### src/rtl/pdm_cap_pkg.sv
package pdm_cap_pkg;

    // Bit-clock sequencer states
    typedef enum logic [1:0] {
        CG_IDLE = 2'd0,
        CG_HIGH = 2'd1,
        CG_LOW  = 2'd2
    } cg_state_e;

endpackage

### src/rtl/pdm_clkgen.sv
module pdm_clkgen
    import pdm_cap_pkg::*;
#(
    parameter int DIV_W  = 8,
    parameter int NUM_CH = 4
) (
    input  logic              clk,
    input  logic              rst_n,
    input  logic              soft_rst,
    input  logic [DIV_W-1:0]  clk_div,
    input  logic [NUM_CH-1:0] chan_en,
    output logic              pdm_clk,
    output logic              rise_evt,
    output logic              fall_evt
);

    cg_state_e        state_q, state_d;
    logic [DIV_W-1:0] cnt_q;
    logic             run;
    logic             phase_done;

    assign run        = (|chan_en) && !soft_rst;
    assign phase_done = (cnt_q >= clk_div);

    // Next-state logic
    always_comb begin
        state_d = state_q;
        unique case (state_q)
            CG_IDLE: if (run) state_d = CG_HIGH;
            CG_HIGH: begin
                if (!run)            state_d = CG_IDLE;
                else if (phase_done) state_d = CG_LOW;
            end
            CG_LOW: begin
                if (!run)            state_d = CG_IDLE;
                else if (phase_done) state_d = CG_HIGH;
            end
            default: state_d = CG_IDLE;
        endcase
    end

    // State register and phase counter
    always_ff @(posedge clk or negedge rst_n) begin
        if (!rst_n) begin
            state_q <= CG_IDLE;
            cnt_q   <= '0;
        end else begin
            state_q <= state_d;
            if (state_d != state_q) cnt_q <= '0;
            else                    cnt_q <= cnt_q + 1'b1;
        end
    end

    // Registered outputs: the pin and the edge events change together
    always_ff @(posedge clk or negedge rst_n) begin
        if (!rst_n) begin
            pdm_clk  <= 1'b0;
            rise_evt <= 1'b0;
            fall_evt <= 1'b0;
        end else begin
            pdm_clk  <= (state_d == CG_HIGH);
            rise_evt <= (state_d == CG_HIGH) && (state_q != CG_HIGH);
            fall_evt <= (state_d == CG_LOW)  && (state_q == CG_HIGH);
        end
    end

    a_r3_idle_low: assert property (@(posedge clk) disable iff (!rst_n)
        !run |=> !pdm_clk);

    a_r2_rise_marks_edge: assert property (@(posedge clk) disable iff (!rst_n)
        rise_evt |-> (pdm_clk && !$past(pdm_clk)));

    a_r2_fall_marks_edge: assert property (@(posedge clk) disable iff (!rst_n)
        fall_evt |-> (!pdm_clk && $past(pdm_clk)));

    a_r6_single_edge: assert property (@(posedge clk) disable iff (!rst_n)
        $onehot0({rise_evt, fall_evt}));

endmodule

### src/rtl/pdm_sync.sv
module pdm_sync #(
    parameter int WIDTH  = 2,
    parameter int STAGES = 2
) (
    input  logic             clk,
    input  logic             rst_n,
    input  logic [WIDTH-1:0] din,
    output logic [WIDTH-1:0] dout
);

    logic [WIDTH-1:0] stg_q [STAGES];

    always_ff @(posedge clk or negedge rst_n) begin
        if (!rst_n) begin
            for (int i = 0; i < STAGES; i++) stg_q[i] <= '0;
        end else begin
            stg_q[0] <= din;
            for (int i = 1; i < STAGES; i++) stg_q[i] <= stg_q[i-1];
        end
    end

    assign dout = stg_q[STAGES-1];

endmodule

### src/rtl/pdm_pair_sampler.sv
module pdm_pair_sampler #(
    parameter int DLY = 2
) (
    input  logic       clk,
    input  logic       rst_n,
    input  logic       soft_rst,
    input  logic       rise_evt,
    input  logic       fall_evt,
    input  logic       din_s,
    input  logic       even_on_rise,
    input  logic [1:0] en,
    output logic [1:0] smp_bit,
    output logic [1:0] smp_vld
);

    logic [DLY-1:0] rise_pipe, fall_pipe;
    logic           tap_rise, tap_fall;
    logic           even_hit, odd_hit;

    // Event delay line matching the synchroniser depth
    always_ff @(posedge clk or negedge rst_n) begin
        if (!rst_n) begin
            rise_pipe <= '0;
            fall_pipe <= '0;
        end else if (soft_rst) begin
            rise_pipe <= '0;
            fall_pipe <= '0;
        end else begin
            rise_pipe[0] <= rise_evt;
            fall_pipe[0] <= fall_evt;
            for (int i = 1; i < DLY; i++) begin
                rise_pipe[i] <= rise_pipe[i-1];
                fall_pipe[i] <= fall_pipe[i-1];
            end
        end
    end

    assign tap_rise = rise_pipe[DLY-1];
    assign tap_fall = fall_pipe[DLY-1];
    assign even_hit = even_on_rise ? tap_rise : tap_fall;
    assign odd_hit  = even_on_rise ? tap_fall : tap_rise;

    always_ff @(posedge clk or negedge rst_n) begin
        if (!rst_n) begin
            smp_vld <= '0;
            smp_bit <= '0;
        end else if (soft_rst) begin
            smp_vld <= '0;
        end else begin
            smp_vld[0] <= even_hit && en[0];
            smp_vld[1] <= odd_hit  && en[1];
            if (even_hit) smp_bit[0] <= din_s;
            if (odd_hit)  smp_bit[1] <= din_s;
        end
    end

    a_r6_pair_exclusive: assert property (@(posedge clk) disable iff (!rst_n)
        !(smp_vld[0] && smp_vld[1]));

    a_r7_even_silent: assert property (@(posedge clk) disable iff (!rst_n)
        !$past(en[0]) |-> !smp_vld[0]);

    a_r7_odd_silent: assert property (@(posedge clk) disable iff (!rst_n)
        !$past(en[1]) |-> !smp_vld[1]);

    a_r8_soft_quiet: assert property (@(posedge clk) disable iff (!rst_n)
        $past(soft_rst) |-> (smp_vld == 2'b00));

endmodule

### src/rtl/pdm_capture_frontend.sv
module pdm_capture_frontend #(
    parameter int DIV_W       = 8,
    parameter int NUM_PAIRS   = 2,
    parameter int SYNC_STAGES = 2
) (
    input  logic                   clk,
    input  logic                   rst_n,
    input  logic                   soft_rst,
    input  logic [DIV_W-1:0]       clk_div,
    input  logic [2*NUM_PAIRS-1:0] chan_en,
    input  logic [NUM_PAIRS-1:0]   edge_sel,
    input  logic [NUM_PAIRS-1:0]   pdm_din,
    output logic                   pdm_clk,
    output logic [2*NUM_PAIRS-1:0] smp_bit,
    output logic [2*NUM_PAIRS-1:0] smp_vld
);

    localparam int NUM_CH = 2 * NUM_PAIRS;

    logic                 rise_evt, fall_evt;
    logic [NUM_PAIRS-1:0] din_s;

    pdm_clkgen #(
        .DIV_W  (DIV_W),
        .NUM_CH (NUM_CH)
    ) u_clkgen (
        .clk      (clk),
        .rst_n    (rst_n),
        .soft_rst (soft_rst),
        .clk_div  (clk_div),
        .chan_en  (chan_en),
        .pdm_clk  (pdm_clk),
        .rise_evt (rise_evt),
        .fall_evt (fall_evt)
    );

    pdm_sync #(
        .WIDTH  (NUM_PAIRS),
        .STAGES (SYNC_STAGES)
    ) u_sync (
        .clk   (clk),
        .rst_n (rst_n),
        .din   (pdm_din),
        .dout  (din_s)
    );

    for (genvar p = 0; p < NUM_PAIRS; p++) begin : g_pair
        pdm_pair_sampler #(
            .DLY (SYNC_STAGES)
        ) u_smp (
            .clk          (clk),
            .rst_n        (rst_n),
            .soft_rst     (soft_rst),
            .rise_evt     (rise_evt),
            .fall_evt     (fall_evt),
            .din_s        (din_s[p]),
            .even_on_rise (edge_sel[p]),
            .en           (chan_en[2*p +: 2]),
            .smp_bit      (smp_bit[2*p +: 2]),
            .smp_vld      (smp_vld[2*p +: 2])
        );
    end

    a_r1_quiet_idle: assert property (@(posedge clk) disable iff (!rst_n)
        !$past(pdm_clk) && !$past(pdm_clk, 2) && !$past(pdm_clk, 3) && !$past(pdm_clk, 4)
        |-> (smp_vld == '0));

endmodule

### config.mk
export PLATFORM = sky130hd
export DESIGN_NAME = pdm_capture_frontend
export DESIGN_NICKNAME = d
export VERILOG_FILES = /design/src/rtl/pdm_cap_pkg.sv /design/src/rtl/pdm_clkgen.sv /design/src/rtl/pdm_sync.sv /design/src/rtl/pdm_pair_sampler.sv /design/src/rtl/pdm_capture_frontend.sv
export SDC_FILE = /design/constraint.sdc
export NUM_CORES = 1
export LEC_CHECK = 0
export BUFFER_PORTS_ARGS = -buffer_cell sky130_fd_sc_hd__clkbuf_2
export CAP_MARGIN = 15
export CORE_MARGIN = 3
export CORE_UTILIZATION = 56
export CTS_BUF_LIST = sky130_fd_sc_hd__clkbuf_4 sky130_fd_sc_hd__clkbuf_8
export CTS_CLUSTER_SIZE = 8
export DETAILED_ROUTE_END_ITERATION = 10
export HOLD_SLACK_MARGIN = 0.02
export PLACE_DENSITY_LB_ADDON = 0.12
export SLEW_MARGIN = 5
export SYNTH_ARGS = -nofsm -noshare
export SYNTH_HDL_FRONTEND = slang
export SYNTH_SLANG_ARGS = --single-unit
### constraint.sdc
create_clock -name clk -period 2.8 [get_ports clk]
set_input_delay 0.28 -clock clk [delete_from_list [all_inputs] [get_ports clk]]
set_output_delay 0.28 -clock clk [all_outputs]
set_load 0.02 [all_outputs]
Yosys cells after proc, flatten, opt, wreduce, memory -nomap -nowiden
Index checks and enable logic that the tools add are counted.

cells by class
  $add $sub $neg = 1
  order comparisons = 1
  reductions and logical operators = 14
  bitwise operators = 1
  equal/unequal tests = 6
  mux-type cells = 17

operator list
  cell                                            count
  two-way mux 2 bit                               11
  adder 8 x 1 -> 8 bit (second input constant)    1
  greater-or-equal comparator 8 bit               1
  two-way mux 8 bit                               1
  AND reduction 2 bit                             4
  logical AND 1 bit                               7
  one-hot mux 2 bit (3 select lines)              1
  == test 2 x 1 -> 1 bit (second input constant)  2
  == test 2 bit (second input constant)           2
  two-way mux 1 bit                               4
  OR reduction 4 bit                              1
  logical NOT 2 bit                               1
  != test 2 x 1 -> 1 bit (second input constant)  1
  != test 2 bit                                   1
  logical NOT 1 bit                               1
  NOT 1 bit                                       1

word-level totals
  output and inout bits = 9
  bits of input ports = 19
  register bits = 33
  logic and storage cells = 57

Depth between registers and ports, before layout
Gate-level depths: netlist of the first run.

  depth in word-level cells = 6
  mapped depth = 8
  depth with buffers taken out = 8

Modules after synthesis
A second synthesis of the first run with hierarchy kept.

second synthesis, totals
  cells, all modules = 122
  area, all modules = 1492.7 µm²

modules (own cells, without submodules)
  module            cells each  instances  area an instance (µm²)
  pdm_clkgen        76          1          797.0
  pdm_pair_sampler  20          2          290.3
  pdm_sync          6           1          115.1

Worst setup path after synthesis of the first run
Ideal clock, no wire load.

  kind = register to register
  start = register u_clkgen.cnt_q[2]
  end = register u_clkgen.pdm_clk
  setup slack = 0.808 ns
  stages on the path, launching flop included = 8
  library setup time = 0.072 ns
  required time = 2.728 ns
  arrival = 1.920 ns
  buffers on the path = 0
  path through = dfrtp_1 -> ha_1 -> and3_1 -> o21ai_1 -> a311oi_2 -> a2111oi_4 -> mux2_4 -> nor2_1

between the ends
  longest elaborated chain between the ends = 5

ends and longest elaborated chain
  what                                         line                                RTL
  start: declaration                           pdm_clkgen.sv:18                    logic [DIV_W-1:0] cnt_q;
  start signal: assignment                     pdm_clkgen.sv:50                    else cnt_q <= cnt_q + 1'b1;
  greater-or-equal comparator 8 bit *          pdm_clkgen.sv:23                    assign phase_done = (cnt_q >= clk_div);
  two-way mux 2 bit, on equally long branches  pdm_clkgen.sv:36, pdm_clkgen.sv:32
  two-way mux 2 bit, on equally long branches  pdm_clkgen.sv:35, pdm_clkgen.sv:31
  one-hot mux 2 bit (3 select lines) *         pdm_clkgen.sv:28                    unique case (state_q)
  == test 2 x 1 -> 1 bit *                     pdm_clkgen.sv:61                    pdm_clk <= (state_d == CG_HIGH);
  end signal: assignment                       pdm_clkgen.sv:61
  end: declaration                             pdm_clkgen.sv:12                    output logic pdm_clk,

Mark *: on every way between the ends. The rest lies on a longest branch, timed or not.
A chain may end at the register's enable or synchronous reset.

Final worst setup path of the first run
Ends and elaborated chain as after synthesis.

==> impl_metrics.env, run 1 <==
export IMPL_status="completed"
export IMPL_gp_congestion=0.871
export IMPL_grt_usage=0.173
export IMPL_whs_endpoint="u_sync.stg_q[2]"
export IMPL_synth_edf_count=0
export IMPL_nFillCells=163
export IMPL_arrival_ns=2.44
export IMPL_grt_pass1_wl_mm=3.52
export IMPL_synth_area_leader_cell="dfrtp_1"
export IMPL_drt_iter0_markers=9
export IMPL_clock_latency_ns=0.32
export IMPL_netlist_top_cells_count="dfrtp_1 (29), nor2_1 (17), ha_1 (9), inv_1 (9), nor2b_1 (7)"
export IMPL_ant_nets=0
export IMPL_synthTopCellsByArea="dfrtp_1 (54%), ha_1 (8.4%), nor2_1 (4.7%)"
export IMPL_cts_made_buffers=5
export IMPL_fin_util=0.715
export IMPL_hold_violations=0
export IMPL_hp_class="input port to register"
export IMPL_synth_seq_cells=29
export IMPL_ys_seq_area_frac=0.539
export IMPL_portBuffers=27
export IMPL_hpwlAfterDp_mm=1.68
export IMPL_syn_num_nets=143
export IMPL_insertedDiodeCount=0
export IMPL_critPathBufInv=0
export IMPL_cts_tree="built"
export IMPL_synthToLayoutAreaGrowth_pct=19.7
export IMPL_vias=915
export IMPL_ys_warn_count=0
export IMPL_detail_route_wl_per_cell_um=12.4
export IMPL_fmax_mhz=459
export IMPL_power_density_nw_per_um2=584
export IMPL_ir_worst_vdd_mv=0.421
export IMPL_worstSetupPathType="register to register"
export IMPL_p_leak_uw=0.000857
export IMPL_async_flop_share=1.00
export IMPL_drive_gt1_frac=0.307
export IMPL_finalSetupTns_ns=0
export IMPL_cp_start_kind="register"
export IMPL_reg2reg_slack_ns=0.62
export IMPL_hold_depth=1
export IMPL_final_seq_area_um2=726
export IMPL_slew_headroom=0.544
export IMPL_drc=0
export IMPL_clk_pin_slew_worst_paths_ns=0.09
export IMPL_final_max_slew_viol_count=0
export IMPL_timing_rr_end="u_clkgen.pdm_clk"
export IMPL_min_from="pdm_din[0]"
export IMPL_rsz0062_at_grt="no"
export IMPL_die_w_um=55.1
export IMPL_worst_setup_path_end_kind="register"
export IMPL_wl_mm=2.21
export IMPL_fin_crit_ns=2.18
export IMPL_path_delay_family="compound AO/OA/AOI/OAI gates"
export IMPL_worstPathRequired_ns=3.06
export IMPL_die_area_um2=3030
export IMPL_reg2reg_depth=7
export IMPL_core_um2=2250
export IMPL_fin_skew_ns=0.00156
export IMPL_netlist_instances=115
export IMPL_synth_area_um2=1350
export IMPL_crit_slowest_cell="dfrtp_1"
export IMPL_synth_main_ff_cell="dfrtp_1"
export IMPL_placementRows=17
export IMPL_reg2reg_from="u_clkgen.cnt_q[2]"
export IMPL_initial_core_util=0.598
export IMPL_synthMostInstantiatedCell="dfrtp_1"
export IMPL_antenna_found_initial=0
export IMPL_worst_pin_slew_ns=0.684
export IMPL_syn_area_per_cell_um2=11.7
export IMPL_fp_dieH_um=55.1
export IMPL_drv_cap=0
export IMPL_via_per_inst=5.14
export IMPL_synth_top_area_frac=0.539
export IMPL_num_io_pins=28
export IMPL_clockBufferDepth=2
export IMPL_period_share=0.777
export IMPL_grt_max_degree=30
export IMPL_cts_sinks=29
export IMPL_dr_pass1_iters=4
export IMPL_grt_pass1_vias=859
export IMPL_max_stage_delay_ns=0.44
export IMPL_path_max_fanout=5
export IMPL_nets=177
export IMPL_synth_cell_type_count=26
export IMPL_post_cts_resized=0
export IMPL_worstPathCellList="ha_1 > and3_1 > o21ai_1 > a311oi_2 > a2111oi_4 > mux2_4 > nor2_1"
export IMPL_finalSetupViolations=0
export IMPL_cts_root_buf="clkbuf_4"
export IMPL_multiInputGateArea_um2=584
export IMPL_htreeDepth=2
export IMPL_grt_overflow_total=0
## sequential cells by signal, summed over array words and instances, names as in the netlist
| signal | cells |
|---|---|
| u_clkgen.cnt_q | 8 |
| g_pair.u_smp.smp_bit | 4 |
| g_pair.u_smp.smp_vld | 4 |
| g_pair.u_smp.fall_pipe | 2 |
| g_pair.u_smp.rise_pipe | 2 |
| u_clkgen.state_q | 2 |
| u_sync.dout | 2 |
| u_sync.stg_q | 2 |
| u_clkgen.fall_evt | 1 |
| u_clkgen.pdm_clk | 1 |
| u_clkgen.rise_evt | 1 |
## per-stage QoR
stage          instance area (um^2)  setup WS (ns)  total power [uW]  hold WS [ns]  std cells
6_report                       1610          0.624               941        0.0555        178
5_1_grt                        1610          0.510               989        0.0315        178
3_3_place_gp                   1510          0.705               580         0.333        169
2_1_floorplan                  1350          0.808               538       -0.0156        115
4_1_cts                        1610          0.612               954        0.0459        178
3_5_place_dp                   1510          0.649               587         0.337        169
## what timing repair did
action,in CTS,in global routing
hold buffers,1,0
setup buffers,0,0
hold endpoints to repair,29,0
## layout make-up
class                   count  area share
flip-flops and latches     29       0.450
inverters                   9      0.0209
clock inverters             1      0.0186
repair buffers             28      0.0900
well taps                  28      0.0217
multi-input cells          76       0.362
clock buffers               7      0.0365
## worst max path at each step
stage	slack, ns	startpoint	cells after the start	end
3_5_place_dp	0.65	u_clkgen.cnt_q[2]	7	u_clkgen.pdm_clk
6_report	0.62	u_clkgen.cnt_q[2]	7	u_clkgen.pdm_clk
5_1_grt	0.51	u_clkgen.cnt_q[0]	8	u_clkgen.cnt_q[2]
2_1_floorplan	0.81	u_clkgen.cnt_q[2]	7	u_clkgen.pdm_clk
3_3_place_gp	0.70	u_clkgen.cnt_q[2]	7	u_clkgen.state_q[0]
4_1_cts	0.61	u_clkgen.cnt_q[2]	7	u_clkgen.pdm_clk
## cell families after synthesis
| family | after synthesis | synth area share |
|---|---|---|
| buf+inv | 10 | 0.0279 |
| xor+xnor | 6 | 0.0390 |
| simple gates | 44 | 0.163 |
| mux | 10 | 0.0817 |
| compound gates | 7 | 0.0659 |
| fa+ha+maj | 9 | 0.0836 |
| flops | 29 | 0.539 |
## power breakdown
part,internal [uW],switching [uW],leakage [uW],total [uW]
Clock,223,142,0.0000489,365
Sequential,443,15.8,0.000383,459
Combinational,51.7,65.5,0.000425,117
## per-layer routing
layer  GRT usage  routed length [um]
met1       0.185                 917
met2       0.293                1130
met3      0.0804                 117
met4      0.0729                  42
met5           0                   0
## cells in the final DEF, fill, tap and decap left out, drive strengths merged, types with 2 or more instances in the layout
master  count
mux2        5
and3        3
and2        4
mux2i       5
dfrtp      29
xor2        5
clkbuf     34
or2         2
ha          9
inv         9
nor2b       8
nor2       17
nand2       3
nand3       5
No activity file was read; power rests on OpenSTA's default activity.
==> run 2: changes to the inputs <==
- ABC_AREA: default -> 1
- CORE_UTILIZATION: 56 -> 51
- clock period: 2.8 -> 1.99 ns (I/O delays scaled with it)
==> run 2 against run 1 <==
Effect of this change:
- sequential share of layout area shrank 1.8 points
- sequential power grew 40%
- non-clock buffer count grew 2
- via count grew 13%
- core utilization shrank 5.5 points
- critical path type unchanged
==> impl_metrics.env, run 2 <==
export IMPL_portBuffers=27
export IMPL_drv_cap=0
export IMPL_ir_worst_vdd_mv=0.597
export IMPL_drc=0
export IMPL_core_um2=2540
export IMPL_worstSetupPathType="register to register"
export IMPL_fin_crit_ns=1.55
export IMPL_postCtsSetupBuffers=0
export IMPL_dr_pass1_iters=4
export IMPL_hold_depth=3
export IMPL_min_from="chan_en[3]"
export IMPL_placementRows=18
export IMPL_hp_class="input port to register"
export IMPL_synth_main_ff_cell="dfrtp_1"
export IMPL_gp_congestion=0.742
export IMPL_synthTopCellsByArea="dfrtp_1 (52%), inv_1 (8.3%), ha_1 (8.1%)"
export IMPL_hold_violations=0
export IMPL_die_area_um2=3410
export IMPL_crit_slowest_cell="dfrtp_1"
export IMPL_timing_rr_end="u_clkgen.cnt_q[7]"
export IMPL_hpwlAfterDp_mm=1.84
export IMPL_clockBufferDepth=2
export IMPL_worstPathRequired_ns=2.24
export IMPL_cp_start_kind="register"
export IMPL_ys_seq_area_frac=0.519
export IMPL_final_common_cell="inv_1"
export IMPL_clock_latency_ns=0.32
export IMPL_netlist_top_cells_count="inv_1 (31), dfrtp_1 (29), nand2_1 (21)"
export IMPL_whs_endpoint="g_pair[1].u_smp.smp_vld[1]"
export IMPL_grt_max_degree=30
export IMPL_worst_pin_slew_ns=0.684
export IMPL_reg2reg_slack_ns=0.44
export IMPL_grt_usage=0.166
export IMPL_rsz0062_at_grt="no"
export IMPL_layout_common_cells="inv_1 (31), dfrtp_1 (29), clkbuf_2 (27)"
export IMPL_finalSetupViolations=0
export IMPL_drt_iter0_markers=45
export IMPL_path_max_fanout=8
export IMPL_critPathBufInv=0
export IMPL_async_flop_share=1.00
export IMPL_via_per_inst=4.69
export IMPL_synth_seq_cells=29
export IMPL_synthToLayoutAreaGrowth_pct=20.1
export IMPL_cts_made_buffers=5
export IMPL_antenna_found_initial=0
export IMPL_cts_tree="built"
export IMPL_detail_route_wl_per_cell_um=11.1
export IMPL_period_share=0.779
export IMPL_grt_pass1_wl_mm=4.22
export IMPL_ant_nets=0
export IMPL_path_delay_family="simple AND/OR/NAND/NOR gates"
export IMPL_nets=218
export IMPL_num_io_pins=28
export IMPL_grt_overflow_total=0
export IMPL_grt_pass1_vias=1034
export IMPL_fmax_mhz=645
export IMPL_status="completed"
export IMPL_synth_cell_type_count=20
export IMPL_cts_root_buf="clkbuf_4"
export IMPL_finalSetupTns_ns=0
export IMPL_synth_edf_count=0
export IMPL_syn_num_nets=182
export IMPL_synthMostInstantiatedCell="inv_1"
export IMPL_initial_core_util=0.550
export IMPL_wl_mm=2.46
export IMPL_synth_area_um2=1400
export IMPL_synth_top_area_frac=0.519
export IMPL_worst_setup_path_end_kind="register"
export IMPL_die_w_um=58.4
export IMPL_htreeDepth=2
export IMPL_synth_area_leader_cell="dfrtp_1"
export IMPL_slew_headroom=0.544
export IMPL_drive_gt1_frac=0.225
export IMPL_cts_sinks=29
export IMPL_final_max_slew_viol_count=0
export IMPL_worstPathCellList="ha_1 > nand2_1 > nor2_1 > nor2_1 > nand2_1 > nand2_2 > nand3_4 > a21oi_1"
export IMPL_netlist_instances=154
export IMPL_fin_util=0.660
export IMPL_largest_registers="u_clkgen.cnt_q x8, g_pair.u_smp.smp_bit x4, g_pair.u_smp.smp_vld x4"
export IMPL_arrival_ns=1.80
export IMPL_largest_reg_flops=8
export IMPL_syn_area_per_cell_um2=9.08
export IMPL_reg2reg_from="u_clkgen.cnt_q[3]"
export IMPL_reg2reg_depth=8
export IMPL_largest_register="u_clkgen.cnt_q"
export IMPL_max_stage_delay_ns=0.45
export IMPL_insertedDiodeCount=0
export IMPL_fp_dieH_um=58.4
export IMPL_p_leak_uw=0.000943
export IMPL_power_density_nw_per_um2=775
export IMPL_ys_warn_count=0
export IMPL_clk_pin_slew_worst_paths_ns=0.10
export IMPL_fin_skew_ns=0.00705
export IMPL_vias=1036
-- run 2: cell count changes after synthesis, moves of 3 or more --
| cell | delta |
|---|---|
| a21oi_1 | +13 |
| nand2_1 | +18 |
| mux2i_1 | -5 |
| nor2b_1 | -7 |
| and2_1 | -4 |
| o21ai_0 | +8 |
| and3_1 | -3 |
| mux2_2 | -4 |
| inv_1 | +22 |
-- run 2: worst max path at each step --
stage	from	to	slack, ns	cells after the start
after floorplan	u_clkgen.cnt_q[3]	u_clkgen.pdm_clk	0.62	9
after global placement	u_clkgen.cnt_q[3]	u_clkgen.pdm_clk	0.48	8
after detailed placement	u_clkgen.cnt_q[3]	u_clkgen.pdm_clk	0.45	8
after CTS	u_clkgen.cnt_q[3]	u_clkgen.cnt_q[7]	0.42	8
after global routing	u_clkgen.cnt_q[3]	u_clkgen.pdm_clk	0.31	8
final	u_clkgen.cnt_q[3]	u_clkgen.cnt_q[7]	0.44	8
-- run 2: what timing repair did --
| item | in CTS | in global routing |
|---|---|---|
| gates resized for setup | 0 | 0 |
| endpoints found under the hold margin | 31 | 0 |
| hold buffers | 3 | 0 |
| setup endpoints to repair | 0 | 0 |
-- run 2: worst min-delay path, stage by stage --
cell and delay [ns]:
clkbuf_2 0.09, inv_1 0.04, nor2_1 0.04
-- run 2: per-stage QoR --
step	hold WS (ns)	area, um^2	setup WS [ns]	instances	total power, uW
finish	0.0694	1680	0.440	221	1300
global route	0.0477	1680	0.308	221	1380
CTS	0.0591	1680	0.417	221	1320
detailed placement	0.282	1570	0.448	210	827
global placement	0.270	1570	0.475	210	820
floorplan	-0.0966	1400	0.624	154	758
-- run 2: cell type report --
cell class	instances	area, um^2
Clock inverter	3	46.3
Inverter	32	120
Tap cell	30	37.5
Timing Repair Buffer	30	165
Sequential cell	29	726
Multi-Input combinational cell	92	548
Fill cell	220	865
Clock buffer	5	37.5
-- run 2: cell families after synthesis --
logic type,count (synthesis),synth area share
flip-flops,29,0.519
XOR/XNOR,7,0.0438
AND/OR/NAND/NOR,53,0.183
AO/OA/AOI/OAI,23,0.0841
adder cells (fa/ha/maj),9,0.0805
buffers and inverters,33,0.0894
-- run 2: per-layer routing --
| metal | track usage | wire, um |
|---|---|---|
| met5 | 0 | 0 |
| met4 | 0.0795 | 47 |
| met3 | 0.0482 | 121 |
| met2 | 0.258 | 1060 |
| met1 | 0.212 | 1230 |
-- run 2: power breakdown --
| part | total, uW | switching (uW) | internal (uW) |
|---|---|---|---|
| Combinational | 174 | 107 | 66.8 |
| Clock | 484 | 218 | 266 |
| Sequential | 644 | 21.6 | 622 |
| Total | 1300 | 347 | 955 |
==> run 3: changes to the inputs <==
- ABC_AREA: 1 -> 0
- CORE_UTILIZATION: 51 -> 56
- clock period: 1.99 -> 1.55 ns (I/O delays scaled with it)
==> run 3 against run 2 <==
Effect of this change:
- the run now ends with setup timing left
- via count is 5.0% lower
- die area is 11% lower
- fmax is 24% lower
- critical path depth stayed put
- register-to-register slack worse by 0.92 ns
- final cell count is 13% lower
- non-clock buffer count is 12 higher
- sequential share of layout area is 3.2 points lower
- combinational power is 72% higher
- hold slack worse by 0.021 ns
- routed wire length is 17% higher
- critical endpoint is now u_clkgen.state_q[0]
- highest routed layer unchanged
==> impl_metrics.env, run 3 (synthesis results as in run 1) <==
export IMPL_status="complete, but fails checks"
export IMPL_violations="setup timing"
export IMPL_wl_mm=2.88
export IMPL_initial_core_util=0.598
export IMPL_worstPathRequired_ns=1.82
export IMPL_die_area_um2=3030
export IMPL_clock_latency_ns=0.33
export IMPL_drc=0
export IMPL_ir_worst_vdd_mv=1.10
export IMPL_grt_max_degree=30
export IMPL_antenna_found_initial=0
export IMPL_drv_cap=0
export IMPL_finalSetupTns_ns=-5.82
export IMPL_grt_pass1_wl_mm=4.35
export IMPL_grt_overflow_total=0
export IMPL_drt_iter0_markers=4
export IMPL_final_common_cell="dfrtp_1"
export IMPL_ant_nets=0
export IMPL_hold_violations=0
export IMPL_holdWs_ns=0.0480
export IMPL_largest_registers="u_clkgen.cnt_q x8, g_pair.u_smp.smp_bit x4, g_pair.u_smp.smp_vld x4"
export IMPL_p_leak_uw=0.000934
export IMPL_fin_crit_ns=2.03
export IMPL_largest_reg_flops=8
export IMPL_layout_common_cells="dfrtp_1 (29), clkbuf_2 (27), buf_4 (10)"
export IMPL_path_max_fanout=4
export IMPL_cts_made_buffers=5
export IMPL_dp_cells=178
export IMPL_nFillCells=142
export IMPL_via_per_inst=5.13
export IMPL_grt_pass1_vias=960
export IMPL_fmax_mhz=493
export IMPL_arrival_ns=2.29
export IMPL_die_w_um=55.1
export IMPL_worst_setup_path_end_kind="register"
export IMPL_largest_register="u_clkgen.cnt_q"
export IMPL_fin_util=0.804
export IMPL_fin_skew_ns=0.0107
export IMPL_core_um2=2250
export IMPL_nets=191
export IMPL_portBuffers=27
export IMPL_hp_class="input port to register"
export IMPL_htreeDepth=2
export IMPL_grt_usage=0.220
export IMPL_synthToLayoutAreaGrowth_pct=34.5
export IMPL_cts_root_buf="clkbuf_4"
export IMPL_detail_route_wl_per_cell_um=15.0
export IMPL_num_io_pins=28
export IMPL_gp_congestion=0.801
export IMPL_clockBufferDepth=2
export IMPL_fp_dieH_um=55.1
export IMPL_drive_gt1_frac=0.439
export IMPL_cp_start_kind="register"
export IMPL_worst_slack_ns=-0.477
export IMPL_finalSetupViolations=13
export IMPL_hpwlAfterDp_mm=1.93
export IMPL_worst_pin_slew_ns=0.687
export IMPL_period_share=1.31
export IMPL_cts_sinks=29
export IMPL_rsz0062_at_grt="yes"
export IMPL_cts_tree="built"
export IMPL_final_max_slew_viol_count=0
export IMPL_vias=984
export IMPL_placementRows=17
export IMPL_fin_cells=192
export IMPL_power_density_nw_per_um2=985
export IMPL_worstSetupPathType="register to register"
export IMPL_slew_headroom=0.542
export IMPL_dr_pass1_iters=4
export IMPL_insertedDiodeCount=0
export IMPL_clk_pin_slew_worst_paths_ns=0.09
## run 3: final timing paths
check                                  startpoint                    endpoint  slack, ns  cells after the start
worst max-delay path            u_clkgen.cnt_q[1]         u_clkgen.state_q[0]      -0.48                      8
worst max register to register  u_clkgen.cnt_q[1]         u_clkgen.state_q[0]      -0.48                      8
worst min-delay path                   chan_en[1]  g_pair[0].u_smp.smp_vld[1]       0.05                      2
worst min register to register    u_sync.stg_q[2]              u_sync.dout[0]       0.35                      0
min in group asynchronous                   rst_n  g_pair[0].u_smp.smp_vld[1]       0.40                      2
max in group asynchronous                   rst_n           u_clkgen.cnt_q[1]       0.70                      2
## run 3: per-stage QoR
step	total power, uW	area, um^2	setup WS [ns]
CTS	1760	1740	-0.443
finish	1790	1810	-0.477
detailed placement	1080	1580	-0.461
global route	1860	1810	-0.566
floorplan	972	1350	-0.442
global placement	1070	1580	-0.380
## run 3: power breakdown
part / internal, uW / switching (uW)
Combinational: 142 / 159
Clock: 403 / 256
Sequential: 801 / 26.0
Total: 1350 / 440
## run 3: timing repair
item,4_1_cts,5_1_grt
pin swaps,3,5
resized for setup,4,13
endpoints found under the hold margin,31,0
buffers inserted,2,3
hold buffers,3,0
setup endpoints to repair,13,13
## run 3: critical path, cell delays in order (launching register included)
cell and delay (ns):
dfrtp_1 0.41, ha_4 0.24, nor2b_4 0.13, o211ai_1 0.20, a311oi_2 0.17, a2111oi_4 0.21, buf_4 0.21, mux2_4 0.33
nor2_2 0.08
## run 3: final cells by class
cell class | count | area (um^2) | area share
Sequential cell | 29 | 726 | 0.400
Multi-Input combinational cell | 76 | 658 | 0.363
Timing Repair Buffer | 42 | 272 | 0.150
Clock buffer | 7 | 58.8 | 0.0324
Tap cell | 28 | 35.0 | 0.0193
Inverter | 9 | 33.8 | 0.0186
Clock inverter | 1 | 30.0 | 0.0166
## run 3: metal layers
metal,part of all wire,track usage,vias to the layer above
li1,-,-,480
met1,0.40,0.268,479
met2,0.53,0.354,20
met3,0.047,0.0804,5
met4,0.022,0.0850,0
met5,0,0,-
